$ cat config.mk
export PLATFORM = sky130hd
export DESIGN_NAME = sro_readout
export DESIGN_NICKNAME = d
export VERILOG_FILES = /design/src/rtl/sro_pkg.sv /design/src/rtl/sro_capture.sv /design/src/rtl/sro_group_scan.sv /design/src/rtl/sro_out_seq.sv /design/src/rtl/sro_readout.sv
export SDC_FILE = /design/constraint.sdc
export NUM_CORES = 1
export LEC_CHECK = 0
export BUFFER_PORTS_ARGS = -buffer_cell sky130_fd_sc_hd__buf_4
export CAP_MARGIN = 10
export CORE_AREA = 2 2 452 454
export CTS_CLUSTER_SIZE = 20
export DETAILED_ROUTE_END_ITERATION = 10
export DIE_AREA = 0 0 454 456
export GPL_ROUTABILITY_DRIVEN = 0
export PLACE_DENSITY = 0.47
export SYNTH_ARGS = -nofsm -noshare
export SYNTH_HDL_FRONTEND = slang
export SYNTH_SLANG_ARGS = --single-unit
export TNS_END_PERCENT = 20
$ cat constraint.sdc
create_clock -name clk -period 47.9 [get_ports clk]
set_clock_uncertainty 0.05 [all_clocks]
set_input_delay 7.185 -clock clk [delete_from_list [all_inputs] [get_ports clk]]
set_output_delay 7.185 -clock clk [all_outputs]
set_load 0.1 [all_outputs]
$ cat src/rtl/sro_pkg.sv
package sro_pkg;
   typedef enum logic [1:0] {
      ST_IDLE = 2'd0,
      ST_SEEK = 2'd1,
      ST_ADDR = 2'd2,
      ST_DATA = 2'd3
   } sro_state_e;
endpackage

$ cat src/rtl/sro_capture.sv
module sro_capture #(
   parameter int NCH = 128,
   parameter int DW  = 8,
   parameter int AW  = 7
) (
   input  logic              clk,
   input  logic              rst,
   input  logic              load,
   input  logic [NCH-1:0]    hit_in,
   input  logic [NCH*DW-1:0] data_in,
   input  logic              clr_en,
   input  logic [AW-1:0]     clr_idx,
   input  logic [AW-1:0]     rd_idx,
   output logic [NCH-1:0]    mask_q,
   output logic [DW-1:0]     rd_data
);
   logic [NCH*DW-1:0] data_q;

   // pending-hit mask: loaded on capture, bits retired as they are sent
   always_ff @(posedge clk) begin
      if (rst)
         mask_q <= '0;
      else if (load)
         mask_q <= hit_in;
      else if (clr_en)
         mask_q[clr_idx] <= 1'b0;
   end

   always_ff @(posedge clk) begin
      if (load)
         data_q <= data_in;
   end

   assign rd_data = data_q[rd_idx*DW +: DW];
endmodule

$ cat src/rtl/sro_group_scan.sv
module sro_group_scan #(
   parameter int NCH = 128,
   parameter int GRP = 16,
   parameter int NG  = 8,
   parameter int GW  = 4,
   parameter int GIW = 3
) (
   input  logic [NCH-1:0] mask,
   input  logic [GIW-1:0] cur_g,
   output logic           any_hit,
   output logic [GIW-1:0] first_g,
   output logic [GW-1:0]  lo_idx,
   output logic           more_in_grp
);
   logic [NG-1:0]  grp_any;
   logic [GRP-1:0] cur_bits;

   for (genvar g = 0; g < NG; g++) begin : g_occ
      assign grp_any[g] = |mask[g*GRP +: GRP];
   end

   assign any_hit  = |grp_any;
   assign cur_bits = mask[cur_g*GRP +: GRP];

   // lowest occupied group
   always_comb begin
      first_g = '0;
      for (int i = NG-1; i >= 0; i--)
         if (grp_any[i]) first_g = GIW'(i);
   end

   // lowest pending channel inside the current group
   always_comb begin
      lo_idx = '0;
      for (int i = GRP-1; i >= 0; i--)
         if (cur_bits[i]) lo_idx = GW'(i);
   end

   // two or more bits set: another hit remains after the lowest is retired
   assign more_in_grp = |(cur_bits & (cur_bits - GRP'(1)));
endmodule

$ cat src/rtl/sro_out_seq.sv
module sro_out_seq
   import sro_pkg::*;
#(
   parameter int DW  = 8,
   parameter int AW  = 7,
   parameter int GW  = 4,
   parameter int GIW = 3
) (
   input  logic           clk,
   input  logic           rst,
   input  logic           start,
   input  logic           any_hit,
   input  logic [GIW-1:0] first_g,
   input  logic [GW-1:0]  lo_idx,
   input  logic           more_in_grp,
   input  logic [DW-1:0]  rd_data,
   output logic [GIW-1:0] g_q,
   output logic           load,
   output logic           clr_en,
   output logic [AW-1:0]  ch_idx,
   output logic           out_valid,
   output logic           out_addr,
   output logic [DW-1:0]  out_data,
   output logic           done
);
   sro_state_e state;

   assign load   = (state == ST_IDLE) && start;
   assign clr_en = (state == ST_DATA);
   assign ch_idx = {g_q, lo_idx};

   always_ff @(posedge clk) begin
      if (rst) begin
         state     <= ST_IDLE;
         g_q       <= '0;
         out_valid <= 1'b0;
         out_addr  <= 1'b0;
         out_data  <= '0;
         done      <= 1'b0;
      end else begin
         out_valid <= 1'b0;
         out_addr  <= 1'b0;
         done      <= 1'b0;
         case (state)
            ST_IDLE: begin
               if (start) state <= ST_SEEK;
            end
            ST_SEEK: begin
               if (any_hit) begin
                  g_q   <= first_g;
                  state <= ST_ADDR;
               end else begin
                  done  <= 1'b1;
                  state <= ST_IDLE;
               end
            end
            ST_ADDR: begin
               out_valid <= 1'b1;
               out_addr  <= 1'b1;
               out_data  <= DW'(ch_idx);
               state     <= ST_DATA;
            end
            ST_DATA: begin
               out_valid <= 1'b1;
               out_data  <= rd_data;
               state     <= more_in_grp ? ST_ADDR : ST_SEEK;
            end
            default: state <= ST_IDLE;
         endcase
      end
   end
endmodule

$ cat src/rtl/sro_readout.sv
module sro_readout #(
   parameter int NCH = 128,
   parameter int DW  = 8,
   parameter int GRP = 16
) (
   input  logic              clk,
   input  logic              rst,
   input  logic              start,
   input  logic [NCH-1:0]    hit_in,
   input  logic [NCH*DW-1:0] data_in,
   output logic              out_valid,
   output logic              out_addr,
   output logic [DW-1:0]     out_data,
   output logic              done
);
   localparam int AW  = $clog2(NCH);
   localparam int GW  = $clog2(GRP);
   localparam int NG  = NCH / GRP;
   localparam int GIW = $clog2(NG);

   initial begin
      if ((1 << GW) != GRP || GRP < 2)
         $error("sro_readout: GRP must be a power of two >= 2");
      if (NG < 2 || (1 << GIW) != NG || NG * GRP != NCH)
         $error("sro_readout: NCH must be a power-of-two multiple (>=2) of GRP");
      if (AW > DW)
         $error("sro_readout: channel number does not fit the bus width");
   end

   logic [NCH-1:0] mask;
   logic           any_hit, more_in_grp, load, clr_en;
   logic [GIW-1:0] first_g, g_q;
   logic [GW-1:0]  lo_idx;
   logic [AW-1:0]  ch_idx;
   logic [DW-1:0]  rd_data;

   sro_capture #(.NCH(NCH), .DW(DW), .AW(AW)) u_cap (
      .clk     (clk),
      .rst     (rst),
      .load    (load),
      .hit_in  (hit_in),
      .data_in (data_in),
      .clr_en  (clr_en),
      .clr_idx (ch_idx),
      .rd_idx  (ch_idx),
      .mask_q  (mask),
      .rd_data (rd_data)
   );

   sro_group_scan #(.NCH(NCH), .GRP(GRP), .NG(NG), .GW(GW), .GIW(GIW)) u_scan (
      .mask        (mask),
      .cur_g       (g_q),
      .any_hit     (any_hit),
      .first_g     (first_g),
      .lo_idx      (lo_idx),
      .more_in_grp (more_in_grp)
   );

   sro_out_seq #(.DW(DW), .AW(AW), .GW(GW), .GIW(GIW)) u_seq (
      .clk         (clk),
      .rst         (rst),
      .start       (start),
      .any_hit     (any_hit),
      .first_g     (first_g),
      .lo_idx      (lo_idx),
      .more_in_grp (more_in_grp),
      .rd_data     (rd_data),
      .g_q         (g_q),
      .load        (load),
      .clr_en      (clr_en),
      .ch_idx      (ch_idx),
      .out_valid   (out_valid),
      .out_addr    (out_addr),
      .out_data    (out_data),
      .done        (done)
   );
endmodule

-- After elaboration in Yosys (flattened, before gate mapping)
Cells that the tools add are included.
- reduce and logical (&&, ||, !) cells: 18
- magnitude comparators: 2
- mux-type cells: 36
- $add $sub $neg: 1
- shift operators: 2
- equal/unequal tests: 4
- bitwise logic cells: 4
- operators with widths (kind ; count):
    variable part select 1024 x 11 -> 8 bit ; 1
    2-to-1 mux 128 bit ; 2
    OR reduction 16 bit ; 9
    bitwise AND 128 bit ; 1
    NOT 128 bit ; 1
    OR reduction 128 bit ; 1
    variable part select 128 x 8 -> 16 bit ; 1
    2-to-1 mux 4 bit ; 16
    2-to-1 mux 3 bit ; 8
    bitwise AND 16 bit ; 1
    case mux 8 bit (2 select lines) ; 1
    subtractor 16 x 1 -> 16 bit (second input constant) ; 1
    < comparator 7 x 8 -> 1 bit (second input constant) ; 1
    case mux 2 bit (4 select lines) ; 1
    demux 1 bit (select 7 bit) ; 1
    >= comparator 7 x 1 -> 1 bit (second input constant) ; 1
    2-to-1 mux 2 bit ; 3
    equality test 2 bit (second input constant) ; 2
    2-to-1 mux 1 bit ; 4
    nonzero test 2 bit ; 2
    OR reduction 2 bit ; 2
    equality test 2 x 1 -> 1 bit (second input constant) ; 1
    logical AND 1 bit ; 2
    logical NOT 2 bit ; 1
    other kinds (3) ; 3
- input bits: 1155
- word-level logic and storage cells: 75
- output and inout port bits: 11
- flip-flop bits (word level): 1168

-- Longest topological paths before layout
Gate-level depths: netlist of run 1.
- depth in word-level cells: 25
- mapped depth: 21
- depth with buffers taken out: 12

-- Hierarchy
A second synthesis of run 1 with hierarchy kept.
- cell total of the unflattened synthesis: 2433
- area, all modules: 46861.2 sq um
- by module, submodules not included (module ; cells each ; area an instance (sq um) ; times used ; sequential area each (sq um)):
    sro_capture ; 2142 ; 44248.7 ; 1 ; 33311.9
    sro_group_scan ; 216 ; 1865.5 ; 1 ; 0.0
    sro_out_seq ; 75 ; 747.0 ; 1 ; 320.3

-- Worst setup path after synthesis of run 1
OpenSTA, ideal clock, no wires.
- path type: input -> register
- start: input port start
- end: register u_cap.data_q[0] (enable)
- library setup time: 1.787 ns
- data required time: 46.063 ns
- data arrival time: 35.101 ns
- path buffers: 1
- cell stages on the path: 3
- slack: 10.963 ns
- path through: nand2_1 > nor2_1 > clkbuf_1
- longest elaborated chain between the ends: 1
- RTL lines (what ; line ; RTL):
    from (decl) ; sro_readout.sv:8 ; input logic start,
    logical AND 1 bit ; sro_out_seq.sv:28 ; assign load = (state == ST_IDLE) && start;
    named net load ; sro_readout.sv:31 ; logic any_hit, more_in_grp, load, clr_en;
    to (signal assigned) ; sro_capture.sv:31 ; data_q <= data_in;
    to (decl) ; sro_capture.sv:17 ; logic [NCH*DW-1:0] data_q;
The timed path passes the listed nets, and every way through them passes these cells.
A chain may end at the register's enable or synchronous reset.

-- Final worst setup path of run 1
- start: input port start
- end: register u_cap.data_q[1018] (enable)
- longest elaborated chain between the ends: 1
- RTL lines (what ; line):
    logical AND 1 bit ; sro_out_seq.sv:28
Every way passes these cells.

==> flow_metrics.tcl, run 1 <==
set metrics [dict create \
    status "completed" \
    leakagePower_uw 0.0227 \
    synth_most_common_cell "edfxtp_1" \
    fin_crit_sh_pct 23.6 \
    drive_gt1_share_pct 35.0 \
    io_pins 1166 \
    powerDensity_mw_per_mm2 66.0 \
    fin_tns_setup_ps 0 \
    critPathKind "in2reg" \
    fill_cells 20235 \
    end_kind "flop" \
    die_w_um 454 \
    dp_hpwl_um 193000 \
    register_area_mm2 0.0336 \
    cts_hold_buf 0 \
    hold_path_class "reg2reg" \
    cts_htree_levels 4 \
    min_period_ps 11310 \
    clk_pin_slew_ps 60 \
    start_kind "primary input" \
    ir_worst_vdd_mv 0.0502 \
    dr_wl_met3_um 19100 \
    post_drt_via_cell_ratio 5.04 \
    rsz0062_at_grt "no" \
    die_h_um 456 \
    worst_skew_pair.late_latency_ps 790 \
    post-cts-setup-buffers 0 \
    cts_sinks 1168 \
    cp_max_fo 203 \
    dr_total_vias 36440 \
    synth_ff_type "edfxtp_1" \
    start_util_pct 23.1 \
    internal_power_uw 2310 \
    first_global_vias 36306 \
    slew_headroom_pct 12.0 \
    met1_length_um 105000 \
    wl_per_cell_um 36.3 \
    critical_path.max_stage_delay_ps 920 \
    overflow 0 \
    syn-mean-instance-area_um2 14.4 \
    max-cap-violations 0 \
    multi_input_area_mm2 0.0121 \
    ys_top_cells_by_count "1024 x edfxtp_1, 320 x a21oi_1, 262 x nand2_1" \
    yosys.area.top_type "edfxtp_1" \
    coreArea_mm2 0.202 \
    synth_top_area_share_pct 65.9 \
    yosysSeqAreaShare_pct 72.0 \
    crit_top_cell "buf_4" \
    synth-edff-count 1024 \
    dp_cells 6933 \
    port_buffers 1165 \
    cp_slowest_cell "buf_4" \
    grt_start_max_net_pins 204 \
    routed_wl_um 262000 \
    cp_cell_sequence "buf_4 > nand2_1 > nor2_4 > buf_4 > buf_4 > buf_4 > buf_12 > buf_4" \
    antenna_left 0 \
    dr.pass1.iters 8 \
    combPwrFrac_pct 43.6 \
    max_freq_mhz 88.4 \
    power.switching_uw 1860 \
    p_clk_share_pct 25.3 \
    top_layer "met5" \
    synth_area_leaders "edfxtp_1 66%, dfxtp_1 6.2%, a21oi_1 3.4%" \
    antenna_found_initial 81 \
    rrSetupSlack_ps 40300 \
    first_iter_violations 4098 \
    netlist_area_mm2 0.0467 \
    cts-root-buf "clkbuf_16" \
    ys_warn_count 0 \
    worstPathArrival_ps 11660 \
    fin_cells 7228 \
    crit_family "buffers and inverters" \
    p_sw_share_pct 44.6 \
    row_count 165 \
    drc 0 \
    wl_met2_um 132000 \
    numCtsBuffers 139 \
    clockBufferDepth 3 \
    finalHoldViolCount 0 \
    worstMarginPinSlew_ps 1320 \
    yosysUniqueCellTypes 94 \
    setup_viol 0 \
    syn-num-nets 4393 \
    grt_pass1_wl_um 339000 \
    area_growth_syn_to_layout_pct 35.5 \
    cp.required_ps 48250 \
    power_frac_seq_pct 31.1 \
    final_nets 5558 \
    cts_tree "built" \
    ys_async_sr_fraction_pct 0 \
    synth-seq-cells 1168 \
    grt.total_usage_pct 24.4 \
    cp_num_buf_inv 6 \
    maxSlewViolCount 0 \
    synth_cells 3238 \
    die-area_mm2 0.207 \
    ctsResizeCount 0 \
]
==> logic make-up (layout without fill, tap and decap cells) <==
| group | count (synthesis) | count (layout) | share of synthesized area (%) |
|---|---|---|---|
| buffers and inverters | 255 | 1527 | 2.56 |
| DFF | 1168 | 1168 | 72.0 |
| muxes | 115 | 115 | 2.95 |
| AOI/OAI and AO/OA | 1158 | 1158 | 17.0 |
| adders and majority gates | 1 | 1 | 0.0214 |
| and+or+nand+nor | 541 | 541 | 5.43 |
| other | 0 | 46 | 0 |
==> final timing paths <==
check,end,cells after the start,start
worst max-delay path,u_cap.data_q[1018],8,start
worst min-delay path,u_seq.out_data[0],1,u_seq.out_data[0]
worst max register to register,u_seq.out_data[3],16,u_seq.g_q[0]
worst min register to register,u_seq.out_data[0],1,u_seq.out_data[0]
==> cells in the final DEF, fill, tap and decap left out, drive strengths merged, types with 16 or more instances in the layout <==
cell / synthesis / routed
a22o: 28 / 28
clkbuf: 129 / 180
nand2: 263 / 263
a221o: 39 / 39
o21ai: 201 / 201
nor4: 36 / 36
mux2i: 66 / 66
edfxtp: 1024 / 1024
diode: 0 / 46
nand3: 46 / 46
nor3: 35 / 35
a21oi: 323 / 323
a211oi: 24 / 24
dfxtp: 144 / 144
nor2: 97 / 97
o22ai: 37 / 37
a221oi: 139 / 139
a22oi: 174 / 174
mux2: 36 / 36
o211ai: 25 / 25
inv: 8 / 16
o221ai: 41 / 41
buf: 117 / 1269
clkinv: 1 / 49
nand4: 22 / 22
==> stage by stage <==
stage                     util [%]  hold WS, ps  setup slack, ps  cell area [um2]  total power, uW
after floorplan                  -          409            10960            46700             2300
after global placement        29.1          408            35890            58700             3170
after detailed placement      29.1          415            35810            58700             3170
after CTS                     31.3          431            36670            63100             4230
after global routing          31.3          455            36390            63200             4310
final                         31.4          424            36590            63200             4170
==> state kept, by name, indices dropped and copies added, names as in the netlist <==
register and flops:
u_cap.data_q 1024, u_cap.mask_q 128, u_seq.done 1, u_seq.g_q 3, u_seq.out_addr 1, u_seq.out_data 8
u_seq.out_valid 1, u_seq.state 2
==> layer usage <==
| metal | track usage [%] | up-vias |
|---|---|---|
| met2 | 41.8 | 1862 |
| met3 | 5.56 | 299 |
| met4 | 7.20 | 28 |
| met5 | 0 | - |
| met1 | 30.4 | 18723 |
| li1 | - | 15528 |
==> cell type report <==
| class | instances | area share, % |
|---|---|---|
| timing repair buffer | 1270 | 15.2 |
| sequential | 1168 | 53.2 |
| tap | 2672 | 5.29 |
| clock buffer | 179 | 5.97 |
| multi-input combinational | 1815 | 19.1 |
| clock inverter | 69 | 1.03 |
| antenna | 46 | 0.182 |
| inverter | 9 | 0.0534 |
==> power by group through the flow <==
| stage | clock [uW] | sequential [uW] | combinational (uW) |
|---|---|---|---|
| floorplan | 0 | 1470 | 833 |
| global placement | 0 | 1310 | 1850 |
| detailed placement | 0 | 1320 | 1850 |
| CTS | 1080 | 1300 | 1860 |
| global route | 1110 | 1310 | 1890 |
| finish | 1060 | 1300 | 1820 |
Power figures use the tool's default switching activity.
==> run 2, diff against run 1 <==
Settings changed: CORE_AREA 2 2 452 454 to 2 2 448 450, DIE_AREA 0 0 454 456 to 0 0 450 452, PLACE_DENSITY 0.47 to 0.49.
Clock period 47.9 ns to 9.5 ns, I/O delays scaled along.
==> run 2 against run 1 <==
Against the previous run:
- flip-flop and latch count is the same
- non-clock buffer count fell by 21
- via count rose by 2.1%
- wire length rose by 0.48%
- critical path type is now reg2reg
==> flow_metrics.tcl, run 2 (same netlist as run 1, synthesis figures left out) <==
set metrics [dict create \
    status "completed" \
    end_kind "flop" \
    die_h_um 452 \
    cp.required_ps 10200 \
    post_dp_cell_area_mm2 0.0586 \
    antenna_found_initial 101 \
    rsz0062_at_grt "no" \
    rr_startpoint "u_seq.g_q[1]" \
    overflow 0 \
    register_area_mm2 0.0336 \
    die-area_mm2 0.203 \
    first_iter_violations 4997 \
    cts_tree "built" \
    area_growth_syn_to_layout_pct 35.9 \
    cp_max_fo 40 \
    drc 0 \
    io_pins 1166 \
    rrSetupSlack_ps 2630 \
    fin_crit_sh_pct 72.3 \
    first_global_vias 36542 \
    worst_skew_pair.late_latency_ps 820 \
    reg_top3 "u_cap.data_q (1024), u_cap.mask_q (128), u_seq.out_data (8)" \
    setup_viol 0 \
    clockBufferDepth 3 \
    max-cap-violations 0 \
    die_w_um 450 \
    min_path_cells 2 \
    grt_pass1_wl_um 341000 \
    dr.pass1.iters 6 \
    largest-register "u_cap.data_q" \
    dp_hpwl_um 196000 \
    crit_end "u_seq.out_data[6]" \
    ir_worst_vdd_mv 0.281 \
    final_cell_mix "1235 x buf_4, 1024 x edfxtp_1, 318 x a21oi_1" \
    final_nets 5541 \
    start_kind "flop" \
    grt.total_usage_pct 24.9 \
    post-cts-setup-buffers 0 \
    multi_input_area_mm2 0.0121 \
    max_freq_mhz 146 \
    rr_worst_depth 15 \
    maxSlewViolCount 0 \
    hold_path_class "reg2reg" \
    clk_pin_slew_ps 60 \
    fill_cells 20046 \
    min_period_ps 6870 \
    fin_tns_setup_ps 0 \
    leakagePower_uw 0.0227 \
    finalHoldViolCount 0 \
    design_area_mm2 0.0635 \
    dr_total_vias 37200 \
    cts_sinks 1168 \
    powerDensity_mw_per_mm2 330 \
    cts_htree_levels 4 \
    critPathKind "reg2reg" \
    mostFrequentLayoutCell "buf_4" \
    cts-root-buf "clkbuf_16" \
    numCtsBuffers 143 \
    grt_start_max_net_pins 195 \
    worstMarginPinSlew_ps 1250 \
    routed_wl_um 263000 \
    port_buffers 1165 \
    worstPathArrival_ps 7570 \
    antenna_left 0 \
    cts_hold_buf 0 \
    r2r-end "u_seq.out_data[6]" \
    coreArea_mm2 0.199 \
    largest_reg_flops 1024 \
    wl_per_cell_um 36.5 \
    slew_headroom_pct 16.0 \
    start_util_pct 23.5 \
    row_count 164 \
    ctsResizeCount 0 \
    crit_start "u_seq.g_q[1]" \
    post_drt_via_cell_ratio 5.16 \
    drive_gt1_share_pct 34.8 \
]
run 2: changes by cell type in the layout (fill, tap and decap cells not counted), moves of 3 or more:
cell and delta:
buf_4 -29, diode_2 +11, clkinv_1 +8, buf_12 +6
bufinv_16 +5, clkinv_2 -5, clkbuf_1 -4, clkbuf_8 -4
clkinv_4 +3, o311ai_0 +3, o311ai_1 -3
run 2: critical path, stage by stage (launching register included):
cell and delay (ps):
dfxtp_4 890, buf_4 650, mux4_2 420, mux2i_1 250
a21boi_1 390, and2_1 370, a21bo_4 380, buf_4 310
nor3_4 290, buf_4 540, a32oi_1 280, o211ai_1 180
a2bb2oi_1 360, o211ai_1 390, a2111oi_2 740, a21o_1 190
run 2: per-layer routing:
metal | vias up | track usage [%] | part of all wire (%)
li1 | 15497 | - | -
met1 | 19111 | 31.9 | 40
met2 | 2205 | 41.8 | 50
met3 | 359 | 4.89 | 7.4
met4 | 28 | 8.50 | 2.7
met5 | - | 0 | 0.074
run 2: where the power goes:
part           total, uW  switching, uW  leakage (uW)  internal, uW
Combinational       8710           6380       0.00958          2330
Clock               5580           2400       0.00227          3180
Sequential          6650            347        0.0108          6300
Total              20900           9120        0.0227         11800
run 2: cell type report:
class,instances,share of cell area (%)
flip-flops and latches,1168,53.0
diodes,57,0.225
multi-input cells,1815,19.1
clock buffers,173,5.92
inverters,9,0.0532
clock inverters,87,1.50
well taps,2656,5.24
repair buffers,1249,15.0
run 2: how the worst min path moves through the flow:
stage,slack (ps),to,from
2_1_floorplan,410,u_cap.mask_q[111],u_cap.mask_q[111]
3_3_place_gp,430,u_cap.mask_q[7],u_cap.mask_q[7]
3_5_place_dp,430,u_cap.mask_q[7],u_cap.mask_q[7]
4_1_cts,440,u_cap.mask_q[7],u_cap.mask_q[7]
5_1_grt,480,u_cap.mask_q[14],u_cap.mask_q[14]
6_report,440,u_cap.mask_q[7],u_cap.mask_q[7]
run 2: stage by stage:
step / std cells / hold slack (ps) / total power, uW / setup WS (ps) / utilization, %
2_1_floorplan: 3238 / 409 / 10900 / 3020 / -
3_3_place_gp: 6893 / 432 / 15500 / 2410 / 29.5
4_1_cts: 7157 / 442 / 21100 / 2520 / 31.9
5_1_grt: 7207 / 476 / 21600 / 2310 / 31.9
6_report: 7214 / 440 / 20900 / 2630 / 32.0
3_5_place_dp: 6897 / 435 / 15500 / 2570 / 29.5
